`src/rtl/spi_reg_access_pkg.sv`:
```
package spi_reg_access_pkg;
  typedef enum logic [1:0] {ST_IDLE, ST_INSTR, ST_DATA, ST_DONE} xfer_st_e;

  localparam int          INSTR_BITS = 16;
  localparam logic [1:0]  CNT_STREAM = 2'd3;
  localparam int          CFG_SRST   = 0;
  localparam int          CFG_LSB    = 1;
  localparam int          CFG_4WIRE  = 2;

  function automatic logic [7:0] reg_default(input int idx);
    return 8'(8'hA0 + idx);
  endfunction
endpackage

```
`src/rtl/spi_reg_access_sync.sv`:
```
module spi_reg_access_sync #(
  parameter int SYNC_STAGES = 2
) (
  input  logic clk_i,
  input  logic rst_ni,
  input  logic cs_ni,
  input  logic sclk_i,
  input  logic sdio_i,
  output logic cs_o,
  output logic sdi_o,
  output logic sclk_rise_o,
  output logic sclk_fall_o
);
  localparam int TOP = SYNC_STAGES - 1;

  logic [TOP:0] cs_q, sclk_q, sdi_q;
  logic         sclk_d;

  always_ff @(posedge clk_i or negedge rst_ni) begin
    if (!rst_ni) begin
      cs_q   <= '1;
      sclk_q <= '0;
      sdi_q  <= '0;
      sclk_d <= 1'b0;
    end else begin
      cs_q   <= {cs_q[TOP-1:0], cs_ni};
      sclk_q <= {sclk_q[TOP-1:0], sclk_i};
      sdi_q  <= {sdi_q[TOP-1:0], sdio_i};
      sclk_d <= sclk_q[TOP];
    end
  end

  assign cs_o        = cs_q[TOP];
  assign sdi_o       = sdi_q[TOP];
  assign sclk_rise_o = sclk_q[TOP] & ~sclk_d;
  assign sclk_fall_o = ~sclk_q[TOP] & sclk_d;
endmodule

```
`src/rtl/spi_reg_access_engine.sv`:
```
module spi_reg_access_engine
  import spi_reg_access_pkg::*;
#(
  parameter int ADDR_W = 10
) (
  input  logic              clk_i,
  input  logic              rst_ni,
  input  logic              cs_i,
  input  logic              sdi_i,
  input  logic              sclk_rise_i,
  input  logic              sclk_fall_i,
  input  logic              cfg_lsb_i,
  input  logic              cfg_4wire_i,
  input  logic [7:0]        rd_data_i,
  output logic [ADDR_W-1:0] rd_addr_o,
  output logic              wr_en_o,
  output logic [ADDR_W-1:0] wr_addr_o,
  output logic [7:0]        wr_data_o,
  output logic              sdio_o,
  output logic              sdio_oe_o,
  output logic              sdo_o,
  output logic              sdo_oe_o
);
  localparam int BIT_W = $clog2(INSTR_BITS);

  xfer_st_e          st_q;
  logic [BIT_W-1:0]  bit_q;
  logic [15:0]       ish_q, ish_nxt;
  logic [7:0]        dsh_q, dsh_nxt, tx_q;
  logic              rw_q, lsb_q, out_q;
  logic [1:0]        cnt_q, nbyte_q;
  logic [ADDR_W-1:0] addr_q, step_addr;
  logic              byte_last, drive;

  always_comb begin
    ish_nxt   = lsb_q ? {sdi_i, ish_q[15:1]} : {ish_q[14:0], sdi_i};
    dsh_nxt   = lsb_q ? {sdi_i, dsh_q[7:1]}  : {dsh_q[6:0], sdi_i};
    step_addr = lsb_q ? addr_q + 1'b1 : addr_q - 1'b1;
    rd_addr_o = (st_q == ST_INSTR) ? ish_nxt[ADDR_W-1:0] : step_addr;
    byte_last = (cnt_q != CNT_STREAM) && (nbyte_q == cnt_q);
  end

  always_ff @(posedge clk_i or negedge rst_ni) begin
    if (!rst_ni) begin
      st_q      <= ST_IDLE;
      bit_q     <= '0;
      ish_q     <= '0;
      dsh_q     <= '0;
      tx_q      <= '0;
      rw_q      <= 1'b0;
      lsb_q     <= 1'b0;
      out_q     <= 1'b0;
      cnt_q     <= '0;
      nbyte_q   <= '0;
      addr_q    <= '0;
      wr_en_o   <= 1'b0;
      wr_addr_o <= '0;
      wr_data_o <= '0;
    end else begin
      wr_en_o <= 1'b0;
      unique case (st_q)
        ST_IDLE: if (!cs_i) begin
          st_q  <= ST_INSTR;
          bit_q <= '0;
          lsb_q <= cfg_lsb_i;
        end
        ST_INSTR: begin
          if (cs_i) st_q <= ST_IDLE;
          else if (sclk_rise_i) begin
            ish_q <= ish_nxt;
            bit_q <= bit_q + 1'b1;
            if (bit_q == BIT_W'(INSTR_BITS - 1)) begin
              rw_q    <= ish_nxt[15];
              cnt_q   <= ish_nxt[14:13];
              addr_q  <= ish_nxt[ADDR_W-1:0];
              tx_q    <= rd_data_i;
              nbyte_q <= '0;
              bit_q   <= '0;
              st_q    <= ST_DATA;
            end
          end
        end
        ST_DATA: begin
          if (cs_i) begin
            // pause allowed only on a byte boundary of a short transfer
            if (bit_q != '0 || cnt_q == CNT_STREAM) st_q <= ST_IDLE;
          end else if (sclk_rise_i) begin
            dsh_q <= dsh_nxt;
            bit_q <= bit_q + 1'b1;
            if (bit_q == BIT_W'(7)) begin
              bit_q     <= '0;
              wr_en_o   <= !rw_q;
              wr_addr_o <= addr_q;
              wr_data_o <= dsh_nxt;
              addr_q    <= step_addr;
              tx_q      <= rd_data_i;
              if (byte_last) st_q <= ST_DONE;
              else if (cnt_q != CNT_STREAM) nbyte_q <= nbyte_q + 1'b1;
            end
          end else if (sclk_fall_i && rw_q) begin
            out_q <= lsb_q ? tx_q[bit_q[2:0]] : tx_q[3'd7 - bit_q[2:0]];
          end
        end
        ST_DONE: if (cs_i) st_q <= ST_IDLE;
        default: st_q <= ST_IDLE;
      endcase
    end
  end

  assign drive     = !cs_i && rw_q && (st_q == ST_DATA);
  assign sdio_o    = out_q;
  assign sdo_o     = out_q;
  assign sdio_oe_o = drive && !cfg_4wire_i;
  assign sdo_oe_o  = drive && cfg_4wire_i;
endmodule

```
`src/rtl/spi_reg_access_regs.sv`:
```
module spi_reg_access_regs
  import spi_reg_access_pkg::*;
#(
  parameter int NUM_REGS  = 8,
  parameter int ADDR_W    = 10,
  parameter int CFG_ADDR  = 'h000,
  parameter int RB_ADDR   = 'h004,
  parameter int GEN_BASE  = 'h010,
  parameter int STAT_ADDR = 'h01F,
  parameter int UPD_ADDR  = 'h232
) (
  input  logic                  clk_i,
  input  logic                  rst_ni,
  input  logic                  wr_en_i,
  input  logic [ADDR_W-1:0]     wr_addr_i,
  input  logic [7:0]            wr_data_i,
  input  logic [ADDR_W-1:0]     rd_addr_i,
  input  logic [7:0]            status_i,
  output logic [7:0]            rd_data_o,
  output logic                  cfg_lsb_o,
  output logic                  cfg_4wire_o,
  output logic [NUM_REGS*8-1:0] active_o
);
  localparam logic [ADDR_W-1:0] A_CFG  = ADDR_W'(CFG_ADDR);
  localparam logic [ADDR_W-1:0] A_RB   = ADDR_W'(RB_ADDR);
  localparam logic [ADDR_W-1:0] A_STAT = ADDR_W'(STAT_ADDR);
  localparam logic [ADDR_W-1:0] A_UPD  = ADDR_W'(UPD_ADDR);

  logic       soft_rst, upd, rb_act_q;
  logic [7:0] buf_q [NUM_REGS];
  logic [7:0] act_q [NUM_REGS];

  assign soft_rst = wr_en_i && wr_addr_i == A_CFG && wr_data_i[CFG_SRST];
  assign upd      = wr_en_i && wr_addr_i == A_UPD && wr_data_i[0];

  always_ff @(posedge clk_i or negedge rst_ni) begin
    if (!rst_ni) begin
      cfg_lsb_o   <= 1'b0;
      cfg_4wire_o <= 1'b0;
      rb_act_q    <= 1'b0;
    end else if (soft_rst) begin
      cfg_lsb_o   <= 1'b0;
      cfg_4wire_o <= 1'b0;
      rb_act_q    <= 1'b0;
    end else if (wr_en_i) begin
      if (wr_addr_i == A_CFG) begin
        cfg_lsb_o   <= wr_data_i[CFG_LSB];
        cfg_4wire_o <= wr_data_i[CFG_4WIRE];
      end
      if (wr_addr_i == A_RB) rb_act_q <= wr_data_i[0];
    end
  end

  for (genvar i = 0; i < NUM_REGS; i++) begin : g_reg
    localparam logic [ADDR_W-1:0] MY_ADDR = ADDR_W'(GEN_BASE + i);
    always_ff @(posedge clk_i or negedge rst_ni) begin
      if (!rst_ni) begin
        buf_q[i] <= reg_default(i);
        act_q[i] <= reg_default(i);
      end else if (soft_rst) begin
        buf_q[i] <= reg_default(i);
        act_q[i] <= reg_default(i);
      end else begin
        if (wr_en_i && wr_addr_i == MY_ADDR) buf_q[i] <= wr_data_i;
        if (upd) act_q[i] <= buf_q[i];
      end
    end
    assign active_o[i*8 +: 8] = act_q[i];
  end

  always_comb begin
    rd_data_o = '0;
    if (rd_addr_i == A_CFG)  rd_data_o = {5'b0, cfg_4wire_o, cfg_lsb_o, 1'b0};
    if (rd_addr_i == A_RB)   rd_data_o = {7'b0, rb_act_q};
    if (rd_addr_i == A_STAT) rd_data_o = status_i;
    for (int i = 0; i < NUM_REGS; i++) begin
      if (rd_addr_i == ADDR_W'(GEN_BASE + i)) rd_data_o = rb_act_q ? act_q[i] : buf_q[i];
    end
  end
endmodule

```
`src/rtl/spi_reg_access.sv`:
```
module spi_reg_access
  import spi_reg_access_pkg::*;
#(
  parameter int NUM_REGS    = 8,
  parameter int ADDR_W      = 10,
  parameter int SYNC_STAGES = 2,
  parameter int CFG_ADDR    = 'h000,
  parameter int RB_ADDR     = 'h004,
  parameter int GEN_BASE    = 'h010,
  parameter int STAT_ADDR   = 'h01F,
  parameter int UPD_ADDR    = 'h232
) (
  input  logic                  clk_i,
  input  logic                  rst_ni,
  input  logic                  cs_ni,
  input  logic                  sclk_i,
  input  logic                  sdio_i,
  output logic                  sdio_o,
  output logic                  sdio_oe_o,
  output logic                  sdo_o,
  output logic                  sdo_oe_o,
  input  logic [7:0]            status_i,
  output logic [NUM_REGS*8-1:0] active_o
);
  logic              cs_s, sdi_s, sclk_rise, sclk_fall;
  logic              cfg_lsb, cfg_4wire, wr_en;
  logic [ADDR_W-1:0] rd_addr, wr_addr;
  logic [7:0]        rd_data, wr_data;

  spi_reg_access_sync #(.SYNC_STAGES(SYNC_STAGES)) u_sync (
    .clk_i, .rst_ni, .cs_ni, .sclk_i, .sdio_i,
    .cs_o(cs_s), .sdi_o(sdi_s), .sclk_rise_o(sclk_rise), .sclk_fall_o(sclk_fall)
  );

  spi_reg_access_engine #(.ADDR_W(ADDR_W)) u_engine (
    .clk_i, .rst_ni,
    .cs_i(cs_s), .sdi_i(sdi_s), .sclk_rise_i(sclk_rise), .sclk_fall_i(sclk_fall),
    .cfg_lsb_i(cfg_lsb), .cfg_4wire_i(cfg_4wire),
    .rd_data_i(rd_data), .rd_addr_o(rd_addr),
    .wr_en_o(wr_en), .wr_addr_o(wr_addr), .wr_data_o(wr_data),
    .sdio_o, .sdio_oe_o, .sdo_o, .sdo_oe_o
  );

  spi_reg_access_regs #(
    .NUM_REGS(NUM_REGS), .ADDR_W(ADDR_W), .CFG_ADDR(CFG_ADDR), .RB_ADDR(RB_ADDR),
    .GEN_BASE(GEN_BASE), .STAT_ADDR(STAT_ADDR), .UPD_ADDR(UPD_ADDR)
  ) u_regs (
    .clk_i, .rst_ni,
    .wr_en_i(wr_en), .wr_addr_i(wr_addr), .wr_data_i(wr_data),
    .rd_addr_i(rd_addr), .status_i, .rd_data_o(rd_data),
    .cfg_lsb_o(cfg_lsb), .cfg_4wire_o(cfg_4wire), .active_o
  );
endmodule

```
`config.mk`:
```
export PLATFORM = sky130hd
export DESIGN_NAME = spi_reg_access
export DESIGN_NICKNAME = d
export VERILOG_FILES = /design/src/rtl/spi_reg_access_pkg.sv /design/src/rtl/spi_reg_access_sync.sv /design/src/rtl/spi_reg_access_engine.sv /design/src/rtl/spi_reg_access_regs.sv /design/src/rtl/spi_reg_access.sv
export SDC_FILE = /design/constraint.sdc
export NUM_CORES = 1
export LEC_CHECK = 0
export ABC_AREA = 1
export BUFFER_PORTS_ARGS = -buffer_cell sky130_fd_sc_hd__buf_4
export CAP_MARGIN = 20
export CORE_UTILIZATION = 50
export CTS_CLUSTER_DIAMETER = 40
export DETAILED_ROUTE_END_ITERATION = 8
export PLACE_DENSITY_LB_ADDON = 0.25
export SLEW_MARGIN = 25
export SYNTH_ARGS = -nofsm -noshare
export SYNTH_HDL_FRONTEND = slang
export SYNTH_SLANG_ARGS = --single-unit
```
`constraint.sdc`:
```
create_clock -name clk_i -period 8.2 [get_ports clk_i]
set_clock_uncertainty 0.1 [all_clocks]
set_input_delay 0.82 -clock clk_i [delete_from_list [all_inputs] [get_ports clk_i]]
set_output_delay 0.82 -clock clk_i [all_outputs]
set_load 0.02 [all_outputs]
```
==> results.md, run 1 <==
* Critical Path Max Stage Delay at between 0.6 and 0.7 ns
* DR pass1 iterations at 5
* Final hold violation count at 0
* Leakage at 6.26 nW
* Final Setup Violations at 0
* Yosys warns at 0
* Leading area contributor after synthesis: dfrtp_1
* Design Power at around 3.7 mW
* CP Launch Point: u_engine.st_q[0]
* Share of layout cells above drive strength 1 at 0.161
* Gate count after technology mapping at 1396
* Vias in the first global route at between 9000 and 10000
* Max-Cap Viols at 0
* CTS Buf Count at 34
* Clock-pin slew on the worst setup and hold paths at 0.05 ns
* CP Max Fanout at 18
* Synth async-reset ratio at 1.00
* Worst Path Required at 7.28 ns
* Post-synth top flop: dfrtp_1
* Reg2Reg Setup Slack at approximately 4.6 ns
* Worst Max-Slew Pin Slew at roughly 1 ns
* Share of the synthesized area in the top cell type at 0.353
* Number of enable flip-flop cells after synthesis at 0
* DRC violations left at 0
* H-tree depth reported by CTS at 2
* Die width at between 100 and 150 µm
* Final nets at 1500
* Final Max Slew Viols at 0
* PortBufs at 80
* First DRT Iteration DRCs at 686
* Gr ovfl total at 0
* Die area at 22400 µm²
* Worst Hold Class: in2async
* Synth top area cells: dfrtp_1, dfstp_2, nand2_1
* GP Congestion at 0.963
* Top cells by count, synth: nand2_1, inv_1, o21ai_0
* Core area at 21200 µm²
* Worst r2r src: u_engine.lsb_q
* Post-CTS Setup Inserts at 0
* Root buf cell: clkbuf_16
* WL final at 31100 µm
* Critical path class: reg2out
* CTS Buffer Depth at 3
* Number of synthesized register bits at approximately 210
* Synth Area per Inst at slightly below 8 µm²
* Placed cell areas at around 12000 µm²
* Cell variety after synth at 53
* Initial Util at 0.515
* RSZ-0062 raised after global routing: no
* Vias at between 9000 and 10000
* Ant diodes at 0
* Power per cell area at 285 nW/µm²
* Gr usage total at 0.287
* Cell area after layout at between 10000 and 15000 µm²
* # hold bufs at CTS at 0
* Cell with the most instances after synthesis: nand2_1
* Achievable Freq at approximately 0.25 GHz
* Die span in y at about 150 µm
* Peak supply drop at between 0.0002 and 0.00025 V
* Crit start category: flop
* Io pins at between 80 and 90
* Status: complete, no violations
* Initial antenna violation count at 0
* Post-DRT Antenna Nets at 0
* Pin count of the biggest net entering global routing at 82
* Via density at ~5.5
* PostCTS Resize Cnt at 0
* Mapped Area at between 10000 and 15000 µm²
* Crit path cell chain: inv_1 > ha_1 > inv_1 > nor2_1 > nand2_1 > nor2_1 > buf_4
* Clk sinks at about 210
* Dpl hpwl at ~22000 µm
* Rel. slew slack at 0.332
* CP arrival at around 3.0 ns
* FF-to-FF End: u_engine.tx_q[4]
* Worst skew pair latency at between 0.5 and 0.6 ns
* Syn_nets at about 1400
* Setup crit end kind: output port
* Setup TNS at 0 ns
* CTS tree: yes
* First-pass GRT wire length at 49200 µm
* Tcrit/Tclk final at 0.479
* Register area share after synthesis at 0.492
* Worst path slowest cell: ha_1
* CP Capture Point: sdo_oe_o
* Crit path time final at roughly 4 ns
* # rows at 53
* P&R area growth vs syn at 17.7%
* WL/cell at 17.5 µm
* Worst-case reg-to-reg path depth at 17
==> how the worst min path moves through the flow <==
stage | to | cells past startpoint | startpoint | slack [ns]
detailed placement | u_sync.sdi_q[1] | 0 | u_sync.sdi_q[0] | 0.24
finish | u_regs.active_o[18] | 1 | rst_ni | 0.21
global route | u_sync.cs_q[1] | 0 | u_sync.cs_q[0] | 0.26
global placement | u_sync.sclk_q[1] | 0 | u_sync.sclk_q[0] | 0.23
floorplan | u_sync.sclk_q[1] | 0 | u_sync.sclk_q[0] | 0.23
CTS | u_sync.sdi_q[1] | 0 | u_sync.sdi_q[0] | 0.25
==> power breakdown <==
part           total (mW)  switching (mW)  internal (mW)
registers            1.20          0.0681           1.13
clock network        1.38           0.520          0.859
logic                1.08           0.761          0.321
total                3.66            1.35           2.31
==> metrics by stage <==
stage          utilization  setup WS (ns)  hold WS [ns]  cells
5_1_grt              0.606           4.12         0.256   1772
3_5_place_dp         0.552           4.67         0.236   1709
2_1_floorplan            -           5.60         0.231   1396
6_report             0.606           4.27         0.206   1772
3_3_place_gp         0.552           4.74         0.234   1709
4_1_cts              0.605           4.28         0.247   1771
==> cell usage in the layout (no fill, tap or decap), types with 4 or more instances in the layout <==
cell type	synthesis	routed
o22ai_1	40	40
o21ai_0	173	173
a211oi_1	4	4
nand3_1	57	57
dfrtp_1	154	153
nor3_1	11	11
buf_4	1	90
clkinv_2	1	4
a21oi_1	38	38
clkinvlp_4	0	6
nand4_1	17	17
inv_2	5	6
nor2_4	5	5
clkbuf_1	40	4
clkinv_1	4	4
o21ai_1	9	9
dfstp_2	58	58
nand2_1	364	364
ha_1	15	15
clkbuf_8	0	11
a211o_1	5	5
clkbuf_16	0	34
o211ai_1	27	27
inv_1	202	201
o21ai_2	4	4
nor2_1	106	106
a22oi_1	5	5
==> cell families after synthesis <==
logic type / Yosys count / synth area share
AOI/OAI and AO/OA: 318 / 0.167
muxes: 3 / 0.00275
xor gates and xnor gates: 5 / 0.00401
DFF: 212 / 0.492
buffers and inverters: 265 / 0.0949
adders and majority gates: 16 / 0.0190
and+or+nand+nor: 577 / 0.221
==> critical path: cells and delay by family, from the launching register on <==
kind | cells | cell delay (ns)
and+or+nand+nor | 3 | 0.75
buffers and inverters | 3 | 0.71
DFF | 1 | 0.41
adders and majority gates | 1 | 0.63
==> registers in the layout (all words and copies together), names as in the netlist, 4 cells and up <==
name / flops
u_engine.dsh_q: 8
u_engine.ish_q: 16
u_engine.addr_q: 10
u_engine.tx_q: 8
u_regs.buf_q: 64
u_engine.wr_data_o: 8
u_engine.bit_q: 4
u_engine.wr_addr_o: 10
u_regs.active_o: 64
==> per-layer routing <==
metal,global-route usage,up-vias,share of wire
li1,-,4691,-
met1,0.376,4549,0.42
met2,0.445,429,0.45
met3,0.0595,108,0.082
met4,0.157,0,0.049
met5,0,-,0
==> final cells by class <==
cell class,count,area [µm²]
repair buffers,92,717
flip-flops and latches,212,5380
fillers,1900,8360
clock inverters,14,111
multi-input cells,919,4510
inverters,212,797
clock buffers,48,1000
well taps,275,344
Note: power is estimated with default switching activity, not from simulation.
==> run 2, diff against run 1 <==
==> constraint.sdc (replaced) <==
create_clock -name clk_i -period 3.86 [get_ports clk_i]
set_clock_uncertainty 0.1 [all_clocks]
set_input_delay 0.386 -clock clk_i [delete_from_list [all_inputs] [get_ports clk_i]]
set_output_delay 0.386 -clock clk_i [all_outputs]
set_load 0.02 [all_outputs]
==> run 2 against run 1 <==
  * Worst setup slack worse by 4.0 ns
  * Sequential power rose by 110%
  * Combinational power rose by 120%
  * Design area grew 0.91%
  * Critical endpoint is now u_engine.tx_q[2]
==> results.md, run 2 (synthesis results as in run 1) <==
* Vias in the first global route at 9311
* Die width at around 150 µm
* CP Max Fanout at 18
* Io pins at 81
* Clock-pin slew on the worst setup and hold paths at ~0.060 ns
* Leakage at 6.34 nW
* Die span in y at ~150 µm
* Hold Startpoint: u_sync.sdi_q[0]
* Max-Cap Viols at 0
* CP arrival at between 3 and 4 ns
* Worst Max-Slew Pin Slew at about 1.0 ns
* WL final at about 32000 µm
* Setup TNS at 0 ns
* RSZ-0062 raised after global routing: no
* DR pass1 iterations at 5
* First-pass GRT wire length at between 40000 and 50000 µm
* Gr usage total at 0.288
* Most frequent CP cell: nand2_1
* DRC violations left at 0
* Top sig layer: met4
* Crit start category: flop
* Tcrit/Tclk final at 0.921
* Final Hold Slack at approximately 0.25 ns
* CTS Buf Count at 30
* Final Max Slew Viols at 0
* Rel. slew slack at 0.298
* Leading cell type in the layout, fill and taps excluded: nand2_1
* First DRT Iteration DRCs at about 770
* Finished Core Util at 0.612
* Core area at 21200 µm²
* Via density at approximately 5.5
* Power per cell area at ~610 nW/µm²
* Final hold violation count at 0
* Dpl hpwl at about 23000 µm
* Status: complete, no violations
* H-tree depth reported by CTS at 1
* WL met3 at about 2400 µm
* Crit path cell chain: inv_2 > ha_1 > a21oi_1 > nor2_1 > nor2_1 > nand2_1 > nand2_1 > nand2_1 > nand3_1 > nand2_1 > nand2_2 > nor2_4 > nand2_1 > nand4_1 > nor2_1 > nand4_1 > nand2_1 > nand2_1
* Peak supply drop at 0.000447 V
* Initial antenna violation count at 0
* Worst Hold Class: reg2reg
* Worst skew pair latency at roughly 0.55 ns
* Share of layout cells above drive strength 1 at 0.165
* Vias at between 9000 and 10000
* Ant diodes at 0
* Metal2 WL at between 10000 and 15000 µm
* Clk sinks at 212
* Root buf cell: clkbuf_16
* Worst Path Required at between 4 and 5 ns
* Initial Util at 0.515
* Pin count of the biggest net entering global routing at 97
* CTS Buffer Depth at 3
* Gr ovfl total at 0
* Pre-CTS setup slack at approximately 0.42 ns
* Worst path slowest cell: nand2_1
* Critical Path Max Stage Delay at 0.40 ns
* Metal-1 WL at 13300 µm
* Post-route worst setup slack at between 0.3 and 0.4 ns
* Die area at 22400 µm²
* Achievable Freq at 0.281 GHz
* Crit path time final at ~3.6 ns
* PortBufs at 80
* Final nets at 1512
* Worst r2r src: u_engine.lsb_q
* WL/cell at 17.7 µm
* CTS tree: yes
* GP Congestion at around 0.97
* P&R area growth vs syn at 18.8%
* Setup crit end kind: flop
* Post-DRT Antenna Nets at 0
* Final Setup Violations at 0
* CP Launch Point: u_engine.lsb_q
* Most frequent cells in the layout: nand2_1, inv_1, o21ai_0
* # rows at between 50 and 60
* Critical path class: reg2reg
## run 2: layout make-up
| class | count | area [µm²] |
|---|---|---|
| multi-input cells | 919 | 4510 |
| clock buffers | 35 | 811 |
| repair buffers | 108 | 840 |
| fillers | 1892 | 8240 |
| inverters | 212 | 797 |
| clock inverters | 21 | 299 |
| flip-flops and latches | 212 | 5380 |
| well taps | 275 | 344 |
## run 2: worst paths after layout
| kind | endpoint | slack, ns | cells after the start |
|---|---|---|---|
| min in group asynchronous | u_regs.active_o[16] | 0.39 | 2 |
| worst max register to register | u_engine.tx_q[2] | 0.31 | 18 |
| worst max-delay path | u_engine.tx_q[2] | 0.31 | 18 |
| worst min-delay path | u_sync.sdi_q[1] | 0.25 | 0 |
| max in group asynchronous | u_sync.cs_q[1] | 2.29 | 3 |
| worst min register to register | u_sync.sdi_q[1] | 0.25 | 0 |
## run 2: what timing repair did
action / 4_1_cts / 5_1_grt
gates resized for setup: 0 / 0
endpoints found under the hold margin: 78 / 0
buffers inserted: 0 / 0
hold buffers: 4 / 0
## run 2: stage by stage
stage / instance area (µm²) / instances / total power, mW
floorplan: 10900 / 1396 / 4.37
global placement: 11800 / 1722 / 4.87
detailed placement: 11800 / 1722 / 4.93
CTS: 13000 / 1782 / 7.93
global route: 13000 / 1782 / 8.36
finish: 13000 / 1782 / 7.92
## run 2: per-layer routing
metal	GRT usage	up-vias
li1	-	4707
met3	0.0427	70
met5	0	-
met1	0.391	4636
met2	0.467	413
met4	0.106	0
## run 2: where the power goes
| part | switching (mW) | internal (mW) | total (mW) |
|---|---|---|---|
| Clock | 1.07 | 1.92 | 2.99 |
| Sequential | 0.152 | 2.41 | 2.56 |
| Combinational | 1.65 | 0.724 | 2.38 |
| Total | 2.87 | 5.05 | 7.92 |
## run 2: worst max-delay path, delay by kind of cell, from the launching register on
family | cells | cell delay, ns
flip-flops | 1 | 0.38
AO/OA/AOI/OAI | 1 | 0.23
buffers and inverters | 1 | 0.28
AND/OR/NAND/NOR | 15 | 2.07
adder cells (fa/ha/maj) | 1 | 0.36
